===== src/rtl/cps_pkg.sv =====
package cps_pkg;
  localparam int NPORT   = 6;
  localparam int NSLOT   = 3;
  localparam int IDX_W   = $clog2(NPORT);
  localparam int PCODE_W = $clog2(2 * NPORT);

  typedef enum logic [IDX_W-1:0] {
    P_LOCAL  = 3'd0,
    P_HORIZ  = 3'd1,
    P_VERT_N = 3'd2,
    P_VERT_S = 3'd3,
    P_DIAG_N = 3'd4,
    P_DIAG_S = 3'd5
  } port_e;

  // slot order doubles as tie priority: diagonal, horizontal, vertical
  localparam int SLOT_DIAG  = 0;
  localparam int SLOT_HORIZ = 1;
  localparam int SLOT_VERT  = 2;
endpackage


===== src/rtl/cps_cand_map.sv =====
module cps_cand_map
  import cps_pkg::*;
(
  input  logic [2:0] dir,
  output logic       slot_vld [NSLOT],
  output port_e      slot_idx [NSLOT]
);
  logic h_ahead, go_n, go_s, at_dest;

  always_comb begin
    h_ahead = dir[2];
    go_n    = (dir[1:0] == 2'b01);
    go_s    = (dir[1:0] == 2'b10);
    at_dest = !h_ahead && !go_n && !go_s;

    slot_vld[SLOT_DIAG]  = h_ahead && (go_n || go_s);
    slot_idx[SLOT_DIAG]  = go_n ? P_DIAG_N : P_DIAG_S;

    // the horizontal slot also carries local ejection
    slot_vld[SLOT_HORIZ] = h_ahead || at_dest;
    slot_idx[SLOT_HORIZ] = at_dest ? P_LOCAL : P_HORIZ;

    slot_vld[SLOT_VERT]  = go_n || go_s;
    slot_idx[SLOT_VERT]  = go_n ? P_VERT_N : P_VERT_S;
  end
endmodule


===== src/rtl/cps_key_gen.sv =====
module cps_key_gen
  import cps_pkg::*;
#(
  parameter int CONG_W = 4,
  localparam int KEY_W = CONG_W + 1
) (
  input  logic                    vld,
  input  port_e                   idx,
  input  logic                    mode,
  input  logic [NPORT-1:0]        avail,
  input  logic [NPORT-1:0]        fault,
  input  logic [NPORT*CONG_W-1:0] cong,
  output logic                    elig,
  output logic [KEY_W-1:0]        key
);
  logic [CONG_W-1:0] cval;

  always_comb begin
    cval = cong[int'(idx)*CONG_W +: CONG_W];
    elig = vld && avail[idx];
    // fault forms the top bit so any faulty slot sorts after every healthy one
    key  = {fault[idx], (mode ? cval : {CONG_W{1'b0}})};
  end
endmodule


===== src/rtl/cps_min_pick.sv =====
module cps_min_pick
  import cps_pkg::*;
#(
  parameter int KEY_W = 5
) (
  input  logic             elig [NSLOT],
  input  logic [KEY_W-1:0] key  [NSLOT],
  input  port_e            idx  [NSLOT],
  output logic             found,
  output port_e            win_idx
);
  logic             ch_v [NSLOT];
  logic [KEY_W-1:0] ch_k [NSLOT];
  port_e            ch_i [NSLOT];

  assign ch_v[0] = elig[0];
  assign ch_k[0] = key[0];
  assign ch_i[0] = idx[0];

  // later slots replace the running best only when strictly smaller
  for (genvar g = 1; g < NSLOT; g++) begin : g_chain
    logic take;
    assign take    = elig[g] && (!ch_v[g-1] || (key[g] < ch_k[g-1]));
    assign ch_v[g] = ch_v[g-1] || elig[g];
    assign ch_k[g] = take ? key[g] : ch_k[g-1];
    assign ch_i[g] = take ? idx[g] : ch_i[g-1];
  end

  assign found   = ch_v[NSLOT-1];
  assign win_idx = ch_i[NSLOT-1];
endmodule


===== src/rtl/cong_path_sel.sv =====
module cong_path_sel
  import cps_pkg::*;
#(
  parameter int CONG_W = 4
) (
  input  logic                    clk,
  input  logic                    rst_n,
  input  logic                    req_valid,
  input  logic                    subnet,
  input  logic [2:0]              dir,
  input  logic                    mode,
  input  logic [NPORT-1:0]        avail,
  input  logic [NPORT-1:0]        fault,
  input  logic [NPORT*CONG_W-1:0] cong,
  output logic                    sel_valid,
  output logic [PCODE_W-1:0]      sel_port
);
  localparam int KEY_W = CONG_W + 1;

  logic             slot_vld  [NSLOT];
  port_e            slot_idx  [NSLOT];
  logic             slot_elig [NSLOT];
  logic [KEY_W-1:0] slot_key  [NSLOT];
  logic             found;
  port_e            win_idx;

  logic               valid_d, valid_q, port_en;
  logic [PCODE_W-1:0] port_d, port_q;

  cps_cand_map u_map (
    .dir      (dir),
    .slot_vld (slot_vld),
    .slot_idx (slot_idx)
  );

  for (genvar s = 0; s < NSLOT; s++) begin : g_key
    cps_key_gen #(.CONG_W(CONG_W)) u_key (
      .vld   (slot_vld[s]),
      .idx   (slot_idx[s]),
      .mode  (mode),
      .avail (avail),
      .fault (fault),
      .cong  (cong),
      .elig  (slot_elig[s]),
      .key   (slot_key[s])
    );
  end

  cps_min_pick #(.KEY_W(KEY_W)) u_pick (
    .elig    (slot_elig),
    .key     (slot_key),
    .idx     (slot_idx),
    .found   (found),
    .win_idx (win_idx)
  );

  always_comb begin
    valid_d = req_valid && found;
    port_en = valid_d;
    port_d  = PCODE_W'(win_idx) + (subnet ? PCODE_W'(NPORT) : '0);
  end

  always_ff @(posedge clk or negedge rst_n) begin
    if (!rst_n) begin
      valid_q <= 1'b0;
      port_q  <= '0;
    end else begin
      valid_q <= valid_d;
      if (port_en) port_q <= port_d;
    end
  end

  assign sel_valid = valid_q;
  assign sel_port  = port_q;
endmodule


===== config.mk =====
export PLATFORM = sky130hd
export DESIGN_NAME = cong_path_sel
export DESIGN_NICKNAME = d
export VERILOG_FILES = /design/src/rtl/cps_pkg.sv /design/src/rtl/cps_cand_map.sv /design/src/rtl/cps_key_gen.sv /design/src/rtl/cps_min_pick.sv /design/src/rtl/cong_path_sel.sv
export SDC_FILE = /design/constraint.sdc
export NUM_CORES = 1
export LEC_CHECK = 0
export BUFFER_PORTS_ARGS = -buffer_cell sky130_fd_sc_hd__buf_2
export CAP_MARGIN = 20
export CORE_MARGIN = 2
export CORE_UTILIZATION = 49
export DETAILED_ROUTE_END_ITERATION = 8
export PLACE_DENSITY = 0.94
export SLEW_MARGIN = 20
export SYNTH_ARGS = -nofsm -noshare
export SYNTH_HDL_FRONTEND = slang
export SYNTH_SLANG_ARGS = --single-unit

===== constraint.sdc =====
create_clock -name clk -period 2.2 [get_ports clk]
set_input_delay 0.66 -clock clk [delete_from_list [all_inputs] [get_ports clk]]
set_output_delay 0.66 -clock clk [all_outputs]
set_load 0.02 [all_outputs]

==> impl_metrics.json, run 1 <==
{
  "outcome": "did not finish",
  "stop_stage": "global routing (5_1_grt)",
  "error": "[ERROR DPL-0038] Utilization greater than 100%, impossible to legalize",
  "root_buffer": "clkbuf_4",
  "portBuffers": 48,
  "ios": 49,
  "synth_nets": 167,
  "synthDistinctLibCells": 35,
  "grt_max_degree": 16,
  "synthTopCellsByArea": "ha_1 14%, dfrtp_1 13%, mux2_2 12%",
  "ys_ff_latch": 5,
  "worst-ep-kind": "register data pin",
  "die_y_um": 48.3,
  "cts_buffers": 3,
  "clock_sinks": 5,
  "hold_buffers": 0,
  "syn_inst": 111,
  "grt-worst-endpoint": "sel_port[2]$_DFFE_PN0P_/D",
  "cts_max_level": 1,
  "start_util": 0.505,
  "rows": 16,
  "ys_seq_area_frac": 0.130,
  "fp.dieW_um": 48.3,
  "ys_warn_count": 0,
  "syn_area_um2": 960,
  "syn_area_per_cell_um2": 8.65,
  "yosysTopAreaCellShare": 0.143,
  "synth_top_area_cell": "ha_1",
  "clk_path_buf_depth": 2,
  "gp_congestion": 0.885,
  "dp_hpwl_um": 2770
}
cell families after synthesis:
kind of cell	share of synthesized area
adder cells (fa/ha/maj)	0.164
AND/OR/NAND/NOR	0.220
buffers and inverters	0.0521
AO/OA/AOI/OAI	0.185
flip-flops	0.130
multiplexers	0.248
synthesized netlist by cell type:
| cell type | instances |
|---|---|
| a21o_1 | 3 |
| a21oi_1 | 6 |
| a221o_1 | 1 |
| a221oi_1 | 2 |
| a31oi_1 | 1 |
| a32oi_1 | 2 |
| and2_1 | 1 |
| and3_1 | 1 |
| and3_4 | 1 |
| and4_1 | 1 |
| buf_2 | 1 |
| buf_6 | 1 |
| clkbuf_1 | 1 |
| dfrtp_1 | 5 |
| fa_1 | 1 |
| ha_1 | 11 |
| inv_1 | 8 |
| mux2_2 | 10 |
| mux2_4 | 1 |
| mux2i_1 | 11 |
| nand2_1 | 17 |
| nand2_2 | 2 |
| nand2b_1 | 4 |
| nand3_1 | 3 |
| nor2_1 | 2 |
| nor2b_1 | 4 |
| nor3_4 | 1 |
| o2111ai_1 | 1 |
| o2111ai_2 | 1 |
| o21ai_0 | 1 |
| o21ai_1 | 2 |
| o22ai_1 | 1 |
| o31ai_1 | 1 |
| o31ai_4 | 1 |
| or4b_4 | 1 |
repair_timing:
action,in CTS
gates resized for setup,25
buffers inserted,7
pin swaps,19
endpoints found under the setup margin,5
metrics by stage:
| stage | setup TNS [ns] | cells | setup slack [ns] | area, µm² | utilization |
|---|---|---|---|---|---|
| after floorplan | -9.42 | 111 | -2.59 | 1030 | - |
| after global placement | -10.16 | 204 | -2.69 | 1450 | 0.760 |
| after detailed placement | -11.16 | 204 | -2.98 | 1450 | 0.760 |
| after CTS | -9.24 | 215 | -2.59 | 1650 | 0.870 |
==> run 2, diff against run 1 <==
CORE_AREA = 2 2 63 65   (was default)
CORE_MARGIN = default   (was 2)
CORE_UTILIZATION = default   (was 49)
DIE_AREA = 0 0 65 67   (was default)
PLACE_DENSITY = default   (was 0.94)
PLACE_DENSITY_LB_ADDON = 0.15   (was default)
==> impl_metrics.json, run 2 <==
{
  "outcome": "finished, violations left",
  "failed_checks": "setup timing",
  "final-seq-area_um2": 125,
  "drt-total-wl_um": 3240,
  "drc": 0,
  "synth_nets": 167,
  "hold_violations": 0,
  "synthTopCellsByArea": "ha_1 14%, dfrtp_1 13%, mux2_2 12%",
  "hold_slack_ns": 0.247,
  "antenna_left": 0,
  "vias": 1168,
  "synthDistinctLibCells": 35,
  "final_common_cell": "buf_2",
  "switchingPower_uw": 284,
  "total_leakage_power_nw": 0.939,
  "critical_path_class": "in2reg",
  "syn2layout_area_growth_pct": 98.8,
  "dieArea_um2": 4360,
  "grt_max_degree": 16,
  "core-area_um2": 3610,
  "worstMarginPinSlew_ns": 0.334,
  "rows": 22,
  "ys_warn_count": 0,
  "clk_latency_ns": 0.22,
  "design_area_um2": 1910,
  "fin_tns_setup_ns": -8.92,
  "synthMuxAreaShare": 0.248,
  "power_density_nw_per_um2": 418,
  "synth_xor_area_frac": 0,
  "synth_flop_cell": "dfrtp_1",
  "stdcell_count": 252,
  "post-route-period-util": 2.11,
  "first_pass_iters": 4,
  "synth-simple-area-share": 0.220,
  "root_buffer": "clkbuf_8",
  "synthAdderAreaFrac": 0.164,
  "vdd_drop_max_uv": 524,
  "p_seq_frac": 0.156,
  "clock_sinks": 5,
  "start_util": 0.266,
  "yosys-top-cells-count": "17 x nand2_1, 11 x ha_1, 11 x mux2i_1, 10 x mux2_2, 8 x inv_1",
  "portBuffers": 48,
  "grtUsageTotal": 0.141,
  "dp_cells": 231,
  "synth_top_family_by_area": "multiplexers",
  "required_ns": 2.31,
  "min_period_ns": 4.64,
  "ios": 49,
  "drive_gt1_frac": 0.696,
  "multiInputGateArea_um2": 978,
  "fmax_mhz": 216,
  "syn_area_um2": 960,
  "insertedDiodeCount": 0,
  "synth_top_area_cell": "ha_1",
  "layout_common_cells": "46 x buf_2, 33 x buf_4, 15 x nand2_1",
  "syn_inst": 111,
  "slew_violations": 0,
  "grt_pass1_wl_um": 4950,
  "wl_per_cell_um": 12.9,
  "worstHoldPathType": "in2async",
  "ys_ff_latch": 5,
  "clk_pin_slew_ns": 0.04,
  "die_y_um": 67,
  "dp_hpwl_um": 2310,
  "synth_compound_area_frac": 0.185,
  "viasPerCell": 4.63,
  "yosysTopAreaCellShare": 0.143,
  "swShare": 0.356,
  "fin_nets": 261,
  "p_total_uw": 798,
  "fp.dieW_um": 65,
  "power.internal_uw": 514,
  "setup_ws_ns": -2.44,
  "comb_power_share": 0.638,
  "cts_buffers": 3,
  "ys_seq_area_frac": 0.130,
  "drt_iter0_drc": 29,
  "relSlewSlack": 0.778,
  "finClkSkew_ns": 0,
  "fill_cells": 372,
  "placed_area_um2": 1520,
  "arrival_ns": 4.75,
  "end_kind": "flop",
  "grt_pass1_vias": 1188,
  "maxCapViolCount": 0,
  "setup_violations": 4,
  "synth_edf_count": 0,
  "largest_register_ffs": 4,
  "power_frac_clock": 0.206,
  "clk_path_buf_depth": 2,
  "cts_max_level": 1,
  "crit_path_start_kind": "primary input",
  "syn_area_per_cell_um2": 8.65,
  "gp_congestion": 0.716,
  "async_flop_share": 1.00,
  "tritoncts": "built",
  "synth.most_common_cell": "nand2_1",
  "cp_max_fo": 5,
  "rsz0062_at_grt": "true",
  "grt_overflow": 0,
  "antenna_found_initial": 0
}
[run 2: cell counts after synthesis]
Identical to the previous run, type by type.
[run 2: routing by layer]
layer  share of wire  global-route usage  vias up
li1                -                   -      594
met1            0.42               0.168      538
met2            0.50               0.269       32
met3           0.062              0.0270        4
met4           0.012              0.0160        0
met5               0                   0        -
[run 2: cell type report]
type                       count  share of cell area
multi-input combinational     95               0.513
inverter                       8              0.0262
sequential                     5              0.0656
timing repair buffer          92               0.340
clock buffer                   4              0.0236
tap                           48              0.0315
[run 2: power by group through the flow]
stage,logic [mW],clock network [mW],registers [mW]
after global routing,0.557,0.177,0.128
after global placement,0.381,0,0.125
after CTS,0.430,0.170,0.126
after floorplan,0.198,0,0.153
after detailed placement,0.389,0,0.126
final,0.509,0.164,0.125
[run 2: cells by family after synthesis]
family                     Yosys count
muxes                               22
buffers and inverters               11
adders and majority gates           12
and+or+nand+nor                     38
AOI/OAI and AO/OA                   23
DFF                                  5
[run 2: worst max-delay path: stages]
cell and delay (ns):
buf_12 0.09, inv_12 0.03, ha_4 0.16, nor3_4 0.18, buf_6 0.15, mux2i_1 0.18, nand2b_4 0.16, inv_4 0.04
ha_4 0.23, and3_4 0.15, a221o_1 0.34, o21ai_2 0.16, nand2_2 0.12, mux2_4 0.33, ha_4 0.23, a21o_1 0.18
a21oi_4 0.19, o2111ai_2 0.15, o22ai_2 0.14, a21o_1 0.19, ha_4 0.15, fa_2 0.42, nand2_1 0.07, nand2_1 0.04
[run 2: final timing paths]
kind,startpoint,to,slack [ns],depth (start not counted)
worst max-delay path,dir[1],sel_port[2]$_DFFE_PN0P_,-2.44,24
worst min-delay path,rst_n,sel_port[1]$_DFFE_PN0P_,0.25,1
worst max register to register,sel_port[0]$_DFFE_PN0P_,sel_port[0]$_DFFE_PN0P_,1.36,2
worst min register to register,sel_port[2]$_DFFE_PN0P_,sel_port[2]$_DFFE_PN0P_,0.46,2
max in group asynchronous,rst_n,sel_valid$_DFF_PN0_,1.82,1
min in group clk,sel_port[2]$_DFFE_PN0P_,sel_port[2]$_DFFE_PN0P_,0.46,2
[run 2: metrics by stage]
| step | util | setup slack [ns] |
|---|---|---|
| 2_1_floorplan | - | -2.59 |
| 6_report | 0.529 | -2.44 |
| 3_3_place_gp | 0.421 | -2.79 |
| 5_1_grt | 0.529 | -2.66 |
| 3_5_place_dp | 0.421 | -2.91 |
| 4_1_cts | 0.472 | -2.51 |
[run 2: repair_timing]
item	4_1_cts	5_1_grt
setup endpoints to repair	5	5
pin swaps	15	11
hold buffers	0	0
buffers inserted	7	12
gates resized for setup	19	32
Power figures use the tool's default switching activity.
==> run 3, diff against run 2 <==
REMOVE_ABC_BUFFERS = 1   (was default)
==> impl_metrics.json, run 3 (same netlist as run 2, synthesis figures left out) <==
{
  "path_cells": "buf_8, inv_4, ha_4, nor3_4, buf_6, mux2i_1, nand2b_4, inv_2, ha_4, a21o_1, a221o_1, o21ai_2, nand2_2, mux2_4, ha_4, a21o_1, a21oi_4, o2111ai_2, o22ai_2, a21o_1, ha_4, fa_1, nand2_1, nand2_1",
  "viasPerCell": 4.60,
  "crit_slowest_cell": "fa_1",
  "ff2ff_path_depth": 2,
  "first_pass_iters": 4,
  "insertedDiodeCount": 0,
  "fmax_mhz": 215,
  "clk_path_buf_depth": 2,
  "cts_buffers": 3,
  "place_ws_ns": -3.06,
  "drc": 0,
  "final_util": 0.511,
  "critical_path_class": "in2reg",
  "switchingPower_uw": 277,
  "design_area_um2": 1840,
  "clock_sinks": 5,
  "p_total_uw": 786,
  "end_kind": "flop",
  "rows": 22,
  "hold_slack_ns": 0.243,
  "core-area_um2": 3610,
  "p_seq_frac": 0.160,
  "power_frac_clock": 0.213,
  "critPathTopFamily": "compound AO/OA/AOI/OAI gates",
  "portBuffers": 48,
  "dp_hpwl_um": 2260,
  "finClkSkew_ns": 0,
  "power.internal_uw": 509,
  "drive_gt1_frac": 0.676,
  "clk_latency_ns": 0.22,
  "worstHoldPathType": "in2async",
  "hold_violations": 0,
  "fin_nets": 261,
  "grt_max_degree": 16,
  "wl_per_cell_um": 12.1,
  "tritoncts": "built",
  "hold_buffers": 0,
  "relSlewSlack": 0.777,
  "dieArea_um2": 4360,
  "worstMarginPinSlew_ns": 0.334,
  "syn2layout_area_growth_pct": 92.0,
  "grt_overflow": 0,
  "min_period_ns": 4.66,
  "cp_max_fo": 5,
  "total_leakage_power_nw": 0.926,
  "final_common_cell": "buf_2",
  "rsz0062_at_grt": "true",
  "cp_common_cell": "ha_4",
  "outcome": "finished, violations left",
  "die_y_um": 67,
  "antenna_found_initial": 0,
  "largest_register_ffs": 4,
  "globalRouteMet1Util": 0.180,
  "dp_cells": 229,
  "comb_power_share": 0.627,
  "vias": 1160,
  "gr-usage-met2": 0.263,
  "grt_pass1_wl_um": 4930,
  "fp.dieW_um": 65,
  "required_ns": 2.30,
  "ios": 49,
  "fin_tns_setup_ns": -9.22,
  "stdcell_count": 252,
  "drt_iter0_drc": 30,
  "maxCapViolCount": 0,
  "root_buffer": "clkbuf_8",
  "drt-total-wl_um": 3050,
  "start_util": 0.266,
  "clk_pin_slew_ns": 0.04,
  "cp_num_buf_inv": 4,
  "setup_ws_ns": -2.46,
  "cp.depth": 24,
  "arrival_ns": 4.76,
  "slew_violations": 0,
  "antenna_left": 0,
  "cts_max_level": 1,
  "crit_path_start_kind": "primary input",
  "layout_common_cells": "46 x buf_2, 38 x buf_4, 15 x nand2_1",
  "vdd_drop_max_uv": 369,
  "grt_use_met3": 0.0253,
  "setup_violations": 4,
  "power_density_nw_per_um2": 427,
  "swShare": 0.353,
  "crit_path_max_incr_delay_ns": 0.38,
  "grt_busiest_layer": "met2",
  "placed_area_um2": 1430,
  "post-route-period-util": 2.12,
  "failed_checks": "setup timing",
  "grtUsageTotal": 0.146,
  "gp_congestion": 0.777,
  "grt_pass1_vias": 1167
}
[run 3: cell types whose count changed in the layout (fill, tap and decap cells not counted), moves of 2 or more]
cell,delta
buf_4,+5
inv_2,+2
buf_6,-3
ha_4,+2
[run 3: cell type report]
type,instances,area [µm²]
inverter,8,32.5
timing repair buffer,92,618
fill,353,1760
tap,48,60.1
clock buffer,4,45.0
multi-input combinational,95,962
sequential,5,125
[run 3: power by group through the flow]
stage,Clock [mW],Combinational [mW],Sequential (mW)
final,0.168,0.493,0.126
after global placement,0,0.356,0.125
after global routing,0.177,0.541,0.129
after detailed placement,0,0.361,0.126
after floorplan,0,0.173,0.153
after CTS,0.171,0.475,0.126
[run 3: timing repair]
action,4_1_cts,5_1_grt
setup endpoints to repair,5,5
cloned,0,0
resized for setup,40,4
setup buffers,14,7
pin swaps,22,11
[run 3: final timing paths]
check / startpoint / to / slack [ns]
max reg2reg: sel_port[0]$_DFFE_PN0P_ / sel_port[0]$_DFFE_PN0P_ / 1.27
max in group asynchronous: rst_n / sel_valid$_DFF_PN0_ / 1.83
min in group clk: sel_port[1]$_DFFE_PN0P_ / sel_port[1]$_DFFE_PN0P_ / 0.48
min reg2reg: sel_port[1]$_DFFE_PN0P_ / sel_port[1]$_DFFE_PN0P_ / 0.48
max: dir[1] / sel_port[2]$_DFFE_PN0P_ / -2.46
min: rst_n / sel_port[3]$_DFFE_PN0P_ / 0.24
[run 3: per-layer routing]
layer  up-vias  wire length (µm)
li1        593                 -
met1       535              1370
met2        28              1520
met3         4               142
met4         0                20
met5         -                 0
==> run 4, diff against run 3 <==
BUFFER_PORTS_ARGS = -buffer_cell sky130_fd_sc_hd__buf_4   (was -buffer_cell sky130_fd_sc_hd__buf_2)
SETUP_SLACK_MARGIN = 0.1   (was default)
==> impl_metrics.json, run 4 (same netlist as run 2, synthesis figures left out) <==
{
  "outcome": "finished, violations left",
  "failed_checks": "setup timing",
  "portBuffers": 48,
  "setup_violations": 5,
  "crit_path_start_kind": "primary input",
  "ios": 49,
  "maxCapViolCount": 0,
  "dp_cells": 226,
  "root_buffer": "clkbuf_8",
  "insertedDiodeCount": 0,
  "min_period_ns": 4.69,
  "tritoncts": "built",
  "antenna_found_initial": 0,
  "vdd_drop_max_uv": 367,
  "dp_hpwl_um": 2190,
  "clk_pin_slew_ns": 0.04,
  "final_util": 0.525,
  "arrival_ns": 4.80,
  "critical_path_class": "in2reg",
  "grt_max_degree": 16,
  "worstHoldPathType": "in2async",
  "crit_path_max_incr_delay_ns": 0.40,
  "relSlewSlack": 0.816,
  "syn2layout_area_growth_pct": 97.4,
  "place_ws_ns": -3.06,
  "required_ns": 2.31,
  "drt-total-wl_um": 2990,
  "hold_violations": 0,
  "grtUsageTotal": 0.136,
  "fin_tns_setup_ns": -9.37,
  "clock_sinks": 5,
  "drt_iter0_drc": 31,
  "die_y_um": 67,
  "end_kind": "flop",
  "grt_pass1_wl_um": 4690,
  "gp_congestion": 0.835,
  "antenna_left": 0,
  "cts_buffers": 3,
  "grt_pass1_vias": 1158,
  "cp_max_fo": 5,
  "largest_register_ffs": 4,
  "total_leakage_power_nw": 0.926,
  "cp_common_cell": "ha_4",
  "cts_max_level": 1,
  "final_common_cell": "buf_4",
  "critPathTopFamily": "compound AO/OA/AOI/OAI gates",
  "finClkSkew_ns": 0,
  "clk_path_buf_depth": 2,
  "rsz0062_at_grt": "true",
  "wl_per_cell_um": 12.3,
  "cp_num_buf_inv": 5,
  "layout_common_cells": "71 x buf_4, 14 x nand2_1, 11 x mux2i_1",
  "hold_buffers": 0,
  "viasPerCell": 4.64,
  "crit_slowest_cell": "fa_1",
  "vias": 1131,
  "setup_ws_ns": -2.49,
  "worstMarginPinSlew_ns": 0.269,
  "core-area_um2": 3610,
  "power_density_nw_per_um2": 414,
  "p_total_uw": 784,
  "slew_violations": 0,
  "dieArea_um2": 4360,
  "first_pass_iters": 4,
  "fin_nets": 253,
  "post-route-period-util": 2.13,
  "grt_overflow": 0,
  "drive_gt1_frac": 0.648,
  "drc": 0,
  "fmax_mhz": 213,
  "clk_latency_ns": 0.22,
  "start_util": 0.266,
  "rows": 22,
  "fp.dieW_um": 65,
  "stdcell_count": 244
}
run 4: path summary, 6_finish.rpt:
path / endpoint / cells past startpoint / slack [ns] / start
max reg2reg: sel_port[0]$_DFFE_PN0P_ / 2 / 1.34 / sel_port[0]$_DFFE_PN0P_
min: sel_port[3]$_DFFE_PN0P_ / 1 / 0.23 / rst_n
min reg2reg: sel_port[2]$_DFFE_PN0P_ / 2 / 0.47 / sel_port[2]$_DFFE_PN0P_
max in group asynchronous: sel_port[0]$_DFFE_PN0P_ / 1 / 1.86 / rst_n
max: sel_port[2]$_DFFE_PN0P_ / 25 / -2.49 / dir[1]
min in group clk: sel_port[2]$_DFFE_PN0P_ / 2 / 0.47 / sel_port[2]$_DFFE_PN0P_
run 4: report_power, final:
part	internal, mW	switching, mW
logic	0.278	0.209
registers	0.114	0.0123
clock network	0.125	0.0462
total	0.517	0.267
run 4: area by class of cell:
cell class,count,area (µm²)
fillers,355,1710
multi-input cells,95,931
repair buffers,84,696
flip-flops and latches,5,125
well taps,48,60.1
clock buffers,4,45.0
inverters,8,37.5
run 4: timing repair:
item / 4_1_cts / 5_1_grt
gates resized for setup: 25 / 22
hold endpoints to repair: 0 / 0
endpoints found under the setup margin: 5 / 5
pin swaps: 20 / 14
setup buffers: 10 / 12
run 4: through the flow:
step	area, µm²	hold slack, ns
5_1_grt	1890	0.225
3_5_place_dp	1530	0.463
3_3_place_gp	1530	0.463
4_1_cts	1720	0.226
6_report	1890	0.231
2_1_floorplan	940	0.364
run 4: layer usage:
metal,wire length [µm],up-vias,share of wire,global-route usage
li1,-,580,-,-
met1,1330,522,0.44,0.155
met2,1520,25,0.51,0.256
met3,126,4,0.042,0.0203
met4,21,0,0.0070,0.0479
met5,0,-,0,0
run 4: worst reg2reg max path, cell delays in order (launching register included):
cell	delay [ns]
dfrtp_1	0.38
a221oi_2	0.27
o21ai_2	0.08
